File: config.mk
export PLATFORM = sky130hd
export DESIGN_NAME = gpcfg_bank
export DESIGN_NICKNAME = d
export VERILOG_FILES = /design/src/rtl/gpcfg_pkg.sv /design/src/rtl/gpcfg_key_gate.sv /design/src/rtl/gpcfg_pad_regs.sv /design/src/rtl/gpcfg_rd_mux.sv /design/src/rtl/gpcfg_bank.sv
export SDC_FILE = /design/constraint.sdc
export NUM_CORES = 1
export LEC_CHECK = 0
export CORE_UTILIZATION = 40
export CTS_CLUSTER_DIAMETER = 80
export DETAILED_ROUTE_END_ITERATION = 10
export GPL_TIMING_DRIVEN = 0
export MAX_ROUTING_LAYER = met4
export PLACE_DENSITY = 0.78
export SYNTH_ARGS = -nofsm -noshare
export SYNTH_HDL_FRONTEND = slang
export SYNTH_SLANG_ARGS = --single-unit
File: constraint.sdc
create_clock -name clk -period 1.9 [get_ports clk]
set_input_delay 0.19 -clock clk [delete_from_list [all_inputs] [get_ports clk]]
set_output_delay 0.19 -clock clk [all_outputs]
set_load 0.02 [all_outputs]
File: src/rtl/gpcfg_pkg.sv
package gpcfg_pkg;

    localparam int unsigned BUS_AW = 12;
    localparam int unsigned BUS_DW = 32;

    localparam logic [BUS_AW-1:0] OFS_ALTF = 12'h420;
    localparam logic [BUS_AW-1:0] OFS_PUP  = 12'h510;
    localparam logic [BUS_AW-1:0] OFS_PDN  = 12'h514;
    localparam logic [BUS_AW-1:0] OFS_DEN  = 12'h51C;
    localparam logic [BUS_AW-1:0] OFS_LOCK = 12'h520;
    localparam logic [BUS_AW-1:0] OFS_CMT  = 12'h524;

    localparam logic [BUS_DW-1:0] UNLOCK_KEY = 32'hC0DE5A17;

    typedef enum logic [2:0] {
        SEL_NONE,
        SEL_ALTF,
        SEL_PUP,
        SEL_PDN,
        SEL_DEN,
        SEL_LOCK,
        SEL_CMT
    } reg_sel_e;

    typedef struct packed {
        logic              wr;
        reg_sel_e          sel;
        logic [BUS_DW-1:0] data;
    } bus_req_t;

    function automatic reg_sel_e decode_ofs(input logic [BUS_AW-1:0] ofs);
        reg_sel_e s;
        case (ofs)
            OFS_ALTF: s = SEL_ALTF;
            OFS_PUP:  s = SEL_PUP;
            OFS_PDN:  s = SEL_PDN;
            OFS_DEN:  s = SEL_DEN;
            OFS_LOCK: s = SEL_LOCK;
            OFS_CMT:  s = SEL_CMT;
            default:  s = SEL_NONE;
        endcase
        return s;
    endfunction

    function automatic logic is_pad_reg(input reg_sel_e s);
        return (s == SEL_ALTF) || (s == SEL_PUP) || (s == SEL_PDN) || (s == SEL_DEN);
    endfunction

endpackage

File: src/rtl/gpcfg_key_gate.sv
module gpcfg_key_gate
    import gpcfg_pkg::*;
#(
    parameter int unsigned      NPINS     = 8,
    parameter logic [NPINS-1:0] PROT_MASK = 8'h0F
) (
    input  logic             clk,
    input  logic             rst,
    input  bus_req_t         req,
    output logic             unlocked,
    output logic [NPINS-1:0] commit,
    output logic [NPINS-1:0] wr_allow
);

    localparam logic [NPINS-1:0] CMT_RST = ~PROT_MASK;

    logic             unlocked_q;
    logic [NPINS-1:0] commit_q;
    logic             lock_wr;
    logic             cmt_wr;

    assign lock_wr = req.wr && (req.sel == SEL_LOCK);
    assign cmt_wr  = req.wr && (req.sel == SEL_CMT) && unlocked_q;

    always_ff @(posedge clk) begin
        if (rst) begin
            unlocked_q <= 1'b0;
        end else if (lock_wr) begin
            unlocked_q <= (req.data == UNLOCK_KEY);
        end
    end

    always_ff @(posedge clk) begin
        if (rst) begin
            commit_q <= CMT_RST;
        end else if (cmt_wr) begin
            commit_q <= req.data[NPINS-1:0];
        end
    end

    // Per-pin gate: unprotected pins always pass, protected pins need key and commit.
    for (genvar i = 0; i < NPINS; i++) begin : g_allow
        if (PROT_MASK[i]) begin : g_prot
            assign wr_allow[i] = unlocked_q & commit_q[i];
        end else begin : g_free
            assign wr_allow[i] = 1'b1;
        end
    end

    assign unlocked = unlocked_q;
    assign commit   = commit_q;

    p_key_unlocks_r6: assert property (@(posedge clk) disable iff (rst)
        (req.wr && req.sel == SEL_LOCK && req.data == UNLOCK_KEY) |=> unlocked);

    p_bad_key_locks_r6: assert property (@(posedge clk) disable iff (rst)
        (req.wr && req.sel == SEL_LOCK && req.data != UNLOCK_KEY) |=> !unlocked);

    p_commit_frozen_r7: assert property (@(posedge clk) disable iff (rst)
        !unlocked |=> $stable(commit));

    p_commit_takes_r7: assert property (@(posedge clk) disable iff (rst)
        (req.wr && req.sel == SEL_CMT && unlocked) |=> commit == $past(req.data[NPINS-1:0]));

endmodule

File: src/rtl/gpcfg_pad_regs.sv
module gpcfg_pad_regs
    import gpcfg_pkg::*;
#(
    parameter int unsigned      NPINS          = 8,
    parameter logic [NPINS-1:0] AFDEN_RST_MASK = 8'h0F,
    parameter logic [NPINS-1:0] PUP_RST_MASK   = 8'h0F
) (
    input  logic             clk,
    input  logic             rst,
    input  bus_req_t         req,
    input  logic [NPINS-1:0] wr_allow,
    output logic [NPINS-1:0] altf,
    output logic [NPINS-1:0] den,
    output logic [NPINS-1:0] pup,
    output logic [NPINS-1:0] pdn
);

    logic cfg_wr;
    assign cfg_wr = req.wr && is_pad_reg(req.sel);

    for (genvar i = 0; i < NPINS; i++) begin : g_pin
        logic altf_b, den_b, pup_b, pdn_b;
        logic take;
        logic d;

        assign take = cfg_wr && wr_allow[i];
        assign d    = req.data[i];

        always_ff @(posedge clk) begin
            if (rst) begin
                altf_b <= AFDEN_RST_MASK[i];
                den_b  <= AFDEN_RST_MASK[i];
                pup_b  <= PUP_RST_MASK[i];
                pdn_b  <= 1'b0;
            end else if (take) begin
                case (req.sel)
                    SEL_ALTF: altf_b <= d;
                    SEL_DEN:  den_b  <= d;
                    SEL_PUP: begin
                        pup_b <= d;
                        if (d) pdn_b <= 1'b0;
                    end
                    SEL_PDN: begin
                        pdn_b <= d;
                        if (d) pup_b <= 1'b0;
                    end
                    default: ;
                endcase
            end
        end

        assign altf[i] = altf_b;
        assign den[i]  = den_b;
        assign pup[i]  = pup_b;
        assign pdn[i]  = pdn_b;
    end

    p_pull_excl_r5: assert property (@(posedge clk) disable iff (rst)
        (pup & pdn) == '0);

    p_pup_clears_pdn_r5: assert property (@(posedge clk) disable iff (rst)
        (req.wr && req.sel == SEL_PUP) |=> (pdn & $past(req.data[NPINS-1:0] & wr_allow)) == '0);

    p_blocked_hold_r3: assert property (@(posedge clk) disable iff (rst)
        1'b1 |=> ((((altf ^ $past(altf)) | (den ^ $past(den)) |
                    (pup ^ $past(pup)) | (pdn ^ $past(pdn))) & ~$past(wr_allow)) == '0));

    p_idle_hold_r9: assert property (@(posedge clk) disable iff (rst)
        !(req.wr && is_pad_reg(req.sel)) |=>
            ($stable(altf) && $stable(den) && $stable(pup) && $stable(pdn)));

endmodule

File: src/rtl/gpcfg_rd_mux.sv
module gpcfg_rd_mux
    import gpcfg_pkg::*;
#(
    parameter int unsigned NPINS = 8
) (
    input  reg_sel_e          sel,
    input  logic [NPINS-1:0]  altf,
    input  logic [NPINS-1:0]  den,
    input  logic [NPINS-1:0]  pup,
    input  logic [NPINS-1:0]  pdn,
    input  logic              unlocked,
    input  logic [NPINS-1:0]  commit,
    output logic [BUS_DW-1:0] rdata
);

    always_comb begin
        rdata = '0;
        case (sel)
            SEL_ALTF: rdata[NPINS-1:0] = altf;
            SEL_DEN:  rdata[NPINS-1:0] = den;
            SEL_PUP:  rdata[NPINS-1:0] = pup;
            SEL_PDN:  rdata[NPINS-1:0] = pdn;
            SEL_LOCK: rdata[0]         = ~unlocked;
            SEL_CMT:  rdata[NPINS-1:0] = commit;
            default:  rdata = '0;
        endcase
    end

endmodule

File: src/rtl/gpcfg_bank.sv
module gpcfg_bank
    import gpcfg_pkg::*;
#(
    parameter int unsigned      NPINS          = 8,
    parameter logic [NPINS-1:0] PROT_MASK      = 8'h0F,
    parameter logic [NPINS-1:0] AFDEN_RST_MASK = 8'h0F,
    parameter logic [NPINS-1:0] PUP_RST_MASK   = 8'h0F
) (
    input  logic              clk,
    input  logic              rst,
    input  logic [BUS_AW-1:0] bus_addr,
    input  logic [BUS_DW-1:0] bus_wdata,
    input  logic              bus_wen,
    output logic [BUS_DW-1:0] bus_rdata,
    output logic [NPINS-1:0]  pad_altf,
    output logic [NPINS-1:0]  pad_den,
    output logic [NPINS-1:0]  pad_pup,
    output logic [NPINS-1:0]  pad_pdn
);

    bus_req_t         req;
    logic             unlocked;
    logic [NPINS-1:0] commit;
    logic [NPINS-1:0] wr_allow;

    assign req.wr   = bus_wen;
    assign req.sel  = decode_ofs(bus_addr);
    assign req.data = bus_wdata;

    gpcfg_key_gate #(
        .NPINS     (NPINS),
        .PROT_MASK (PROT_MASK)
    ) u_gate (
        .clk      (clk),
        .rst      (rst),
        .req      (req),
        .unlocked (unlocked),
        .commit   (commit),
        .wr_allow (wr_allow)
    );

    gpcfg_pad_regs #(
        .NPINS          (NPINS),
        .AFDEN_RST_MASK (AFDEN_RST_MASK),
        .PUP_RST_MASK   (PUP_RST_MASK)
    ) u_regs (
        .clk      (clk),
        .rst      (rst),
        .req      (req),
        .wr_allow (wr_allow),
        .altf     (pad_altf),
        .den      (pad_den),
        .pup      (pad_pup),
        .pdn      (pad_pdn)
    );

    gpcfg_rd_mux #(
        .NPINS (NPINS)
    ) u_rd (
        .sel      (req.sel),
        .altf     (pad_altf),
        .den      (pad_den),
        .pup      (pad_pup),
        .pdn      (pad_pdn),
        .unlocked (unlocked),
        .commit   (commit),
        .rdata    (bus_rdata)
    );

    p_rsvd_zero_r8: assert property (@(posedge clk) disable iff (rst)
        bus_rdata[BUS_DW-1:NPINS] == '0);

    p_unmapped_zero_r9: assert property (@(posedge clk) disable iff (rst)
        (req.sel == SEL_NONE) |-> bus_rdata == '0);

    p_locked_prot_hold_r3: assert property (@(posedge clk) disable iff (rst)
        !unlocked |=> ((pad_altf ^ $past(pad_altf)) & PROT_MASK) == '0);

endmodule

==> impl_results.md <==
* Final instance area at 4230 um^2
* Initial antenna violation count at 0
* Tcrit/Tclk final at 1.15
* Leakage at 0.00176 uW
* Xor and xnor area share after synthesis at 0
* Rows at 29
* Worst setup SP type: input pin
* Multi-input gate area in the final layout at 1680 um^2
* Fin. max-slew vios at 0
* DRT Pass-1 Iters at 7
* Tmin final at between 2 and 2.5 ns
* Synth Register Bits at 41
* Setup TNS at -3.30 ns
* Vias in the first global route at 3108
* Top cell by count, worst path: buf_6
* DR vias at 3188
* Failing checks: negative setup slack
* Status: finished, violations left
* Total gr overflow at 0
* Peak Freq at 0.457 GHz
* Vias per inst at 5.72
* DRT iter0 DRCs at 422
* Die ar. at 7260 um^2
* Initial core utilization at 0.424
* Setup ws final at -0.289 ns
* Core Region at 6530 um^2
* # clock sinks at 41
* WL/cell at 17.7 um
* CP arrival at 2.00 ns
* Clock tree root buffer cell: clkbuf_8
* Sequential standard cell area at 822 um^2
* Cts hold-fix bufs at 0
* DIE WIDTH at 85.2 um
* CTS tree: yes
* Largest family of logic cells by synthesized area: simple AND/OR/NAND/NOR gates
* Area Overhead vs Synth at 52.7%
* Simple-Gate Fraction of Synth Area at 0.266
* Adder-Cell Fraction of Synth Area at 0
* Slowest cell on the critical path: or4b_4
* Hold Crit Class: in -> reg
* Final ANT Viol Nets at 0
* Final wirelength at 9860 um
* I/O pin cnt at 111
* Max-capacitance violation count at 0
* Routability-driven placement congestion ratio at approximately 0.93
* RSZ-0062 raised after global routing: true
* Post-synthesis cell type count at 48
* Crit-path cells: buf_6 -> or4b_4 -> or3_4 -> nor3_4 -> buf_6 -> a221o_1 -> buf_6
* Worst EP required at between 1.5 and 2 ns
* Port bufs at 78
* Largest fanout on the critical path at 5
* DP Area at 3740 um^2
* Setup-failing EPs final at 18
* Post-Syn Area at 2770 um^2
* Yosys warning count at 0
* Max stage delay on crit path at 0.55 ns
* PwrDens at 425 nW/um^2
* Setup CP Type: in -> out
* Endpoints failing hold at 0
* Clock transition at path regs at 0.08 ns
* DRC at 0
* Rel. slew slack at 0.603
* Post-DP HPWL at 6250 um
* Mux contribution to synthesized area at 0.0361
* GRT Overall Usage at 0.275
* Worst setup EP type: output pin
* First-pass GRT wire length at 15200 um
* Synthesized area per cell at 7.91 um^2
* Post-synthesis compound-gate area fraction at 0.202
* H-tree Lvls at 2
* FILL cells at 546
* Max VDD drop at 0.000483 V
* Largest net degree at the start of global routing at 14
* Clk_skew at roughly 0.011 ns
* TritonCTS buffer count at 5
* Least-Margin Pin Slew at 0.596 ns
* Mapped Cells at 350
* Register area share after synthesis at 0.296
* Ant. Diodes at 0
* Die Y at 85.2 um
* Clk_lat worst skew at about 0.30 ns
* Final nets at 526
* Clock Path Buffers at 2
* Share of layout cells above drive strength 1 at 0.325
## area by class of cell
class                      instances  share of cell area
inverter                           3             0.00266
buffer                            77               0.130
clock inverter                     2             0.00325
multi-input combinational        248               0.397
timing repair buffer             103               0.230
sequential                        41               0.194
clock buffer                       6              0.0195
tap                               77              0.0228
## routing by layer
metal,track usage,vias up,routed length (um)
met5,-,-,0
met4,0.133,0,449
met3,0.0613,60,878
met2,0.465,219,4790
met1,0.307,1471,3740
li1,-,1438,-
## registers in the layout, indices dropped and copies added, names as in the netlist
name and count:
u_gate.commit 8, u_gate.unlocked 1, u_regs.g_pin.altf_b 8, u_regs.g_pin.den_b 8
u_regs.g_pin.pdn_b 8, u_regs.g_pin.pup_b 8
## kinds of logic (layout without fill, tap and decap cells)
kind of cell,Yosys count,count (layout)
AO/OA/AOI/OAI,84,84
buffers and inverters,84,191
flip-flops,41,41
multiplexers,10,10
other,1,24
AND/OR/NAND/NOR,130,130
## synthesized netlist by cell type, drive strengths merged
cell type | instances | share of area
buf | 66 | 0.17
dfxtp | 41 | 0.30
nand2 | 36 | 0.049
nor2 | 27 | 0.039
o21ai | 26 | 0.047
a21oi | 18 | 0.034
clkbuf | 15 | 0.020
a211o | 13 | 0.041
and3 | 11 | 0.025
mux2i | 10 | 0.036
a221o | 8 | 0.029
nand3 | 8 | 0.014
a22oi | 7 | 0.019
nand3b | 5 | 0.014
nor2b | 5 | 0.011
nor3 | 5 | 0.013
nor4b | 5 | 0.018
a211oi | 4 | 0.011
nand4 | 4 | 0.0090
nor4 | 4 | 0.011
or4 | 4 | 0.012
a31oi | 3 | 0.0068
inv | 3 | 0.0041
nand4b | 3 | 0.0095
or3b | 3 | 0.0095
and2 | 2 | 0.0045
nor4bb | 2 | 0.0072
or4b | 2 | 0.0086
a2111oi | 1 | 0.0032
a32oi | 1 | 0.0032
and4b | 1 | 0.0036
conb | 1 | 0.0014
nand2b | 1 | 0.0023
nor3b | 1 | 0.0027
o211ai | 1 | 0.0027
o31ai | 1 | 0.0027
o32ai | 1 | 0.0032
or3 | 1 | 0.0023
## report_power, final
part / switching (uW) / leakage [uW] / total (uW) / internal [uW]
logic: 167 / 0.00137 / 312 / 145
registers: 0.0397 / 0.000331 / 858 / 858
clock network: 333 / 0.0000512 / 628 / 295
## cell usage in the layout (no fill, tap or decap), types with 3 or more instances in the layout
| master | synthesis | layout |
|---|---|---|
| nand4_1 | 4 | 4 |
| clkbuf_1 | 15 | 8 |
| a21oi_1 | 17 | 17 |
| or3b_2 | 3 | 3 |
| inv_1 | 3 | 3 |
| a221o_1 | 8 | 8 |
| nor4b_2 | 1 | 3 |
| a211o_1 | 13 | 13 |
| nor2_2 | 0 | 4 |
| nand2_2 | 0 | 4 |
| or4_4 | 1 | 3 |
| nor2b_1 | 5 | 5 |
| a22oi_1 | 7 | 7 |
| conb_1 | 1 | 24 |
| clkbuf_2 | 0 | 5 |
| o21ai_1 | 0 | 4 |
| and3_1 | 11 | 11 |
| buf_4 | 56 | 78 |
| nor3_4 | 1 | 4 |
| o21ai_0 | 26 | 22 |
| buf_2 | 6 | 7 |
| buf_6 | 2 | 16 |
| nand2_1 | 36 | 30 |
| dfxtp_1 | 41 | 40 |
| nand3_1 | 8 | 8 |
| nor2_1 | 26 | 21 |
| a31oi_1 | 3 | 3 |
| clkbuf_8 | 0 | 7 |
| clkdlybuf4s50_1 | 0 | 59 |
| mux2i_1 | 10 | 10 |
| nand3b_1 | 5 | 5 |
| nand4b_1 | 3 | 3 |
## repair_timing
action	CTS	global route
buffers inserted	18	12
gates cloned	1	0
gates resized for setup	121	31
endpoints found under the hold margin	0	0
endpoints found under the setup margin	48	44
pin swaps	21	19
## final timing paths
check	startpoint	end	slack [ns]	depth (start not counted)
worst max-delay path	bus_addr[9]	bus_rdata[4]	-0.29	7
worst min-delay path	bus_wdata[5]	u_regs.g_pin[5].pup_b	0.22	3
worst max register to register	u_gate.unlocked	u_gate.commit[5]	0.16	5
worst min register to register	u_regs.g_pin[7].altf_b	u_regs.g_pin[7].altf_b	0.49	2
## per-stage QoR
stage | setup WS [ns] | cells | hold slack, ns | util | total power (uW)
final | -0.289 | 557 | 0.215 | 0.648 | 1800
after global routing | -0.340 | 557 | 0.219 | 0.648 | 1850
after CTS | -0.402 | 552 | 0.207 | 0.636 | 1760
after detailed placement | -1.52 | 528 | 0.474 | 0.572 | 1150
after global placement | -1.53 | 528 | 0.470 | 0.572 | 1140
after floorplan | -0.140 | 373 | 0.319 | - | 1030
## worst max-delay path: cells and delay by family
kind / cells / cell delay (ns)
compound gates: 1 / 0.18
simple gates: 3 / 1.21
buf+inv: 3 / 0.41
No activity file was read; power rests on OpenSTA's default activity.
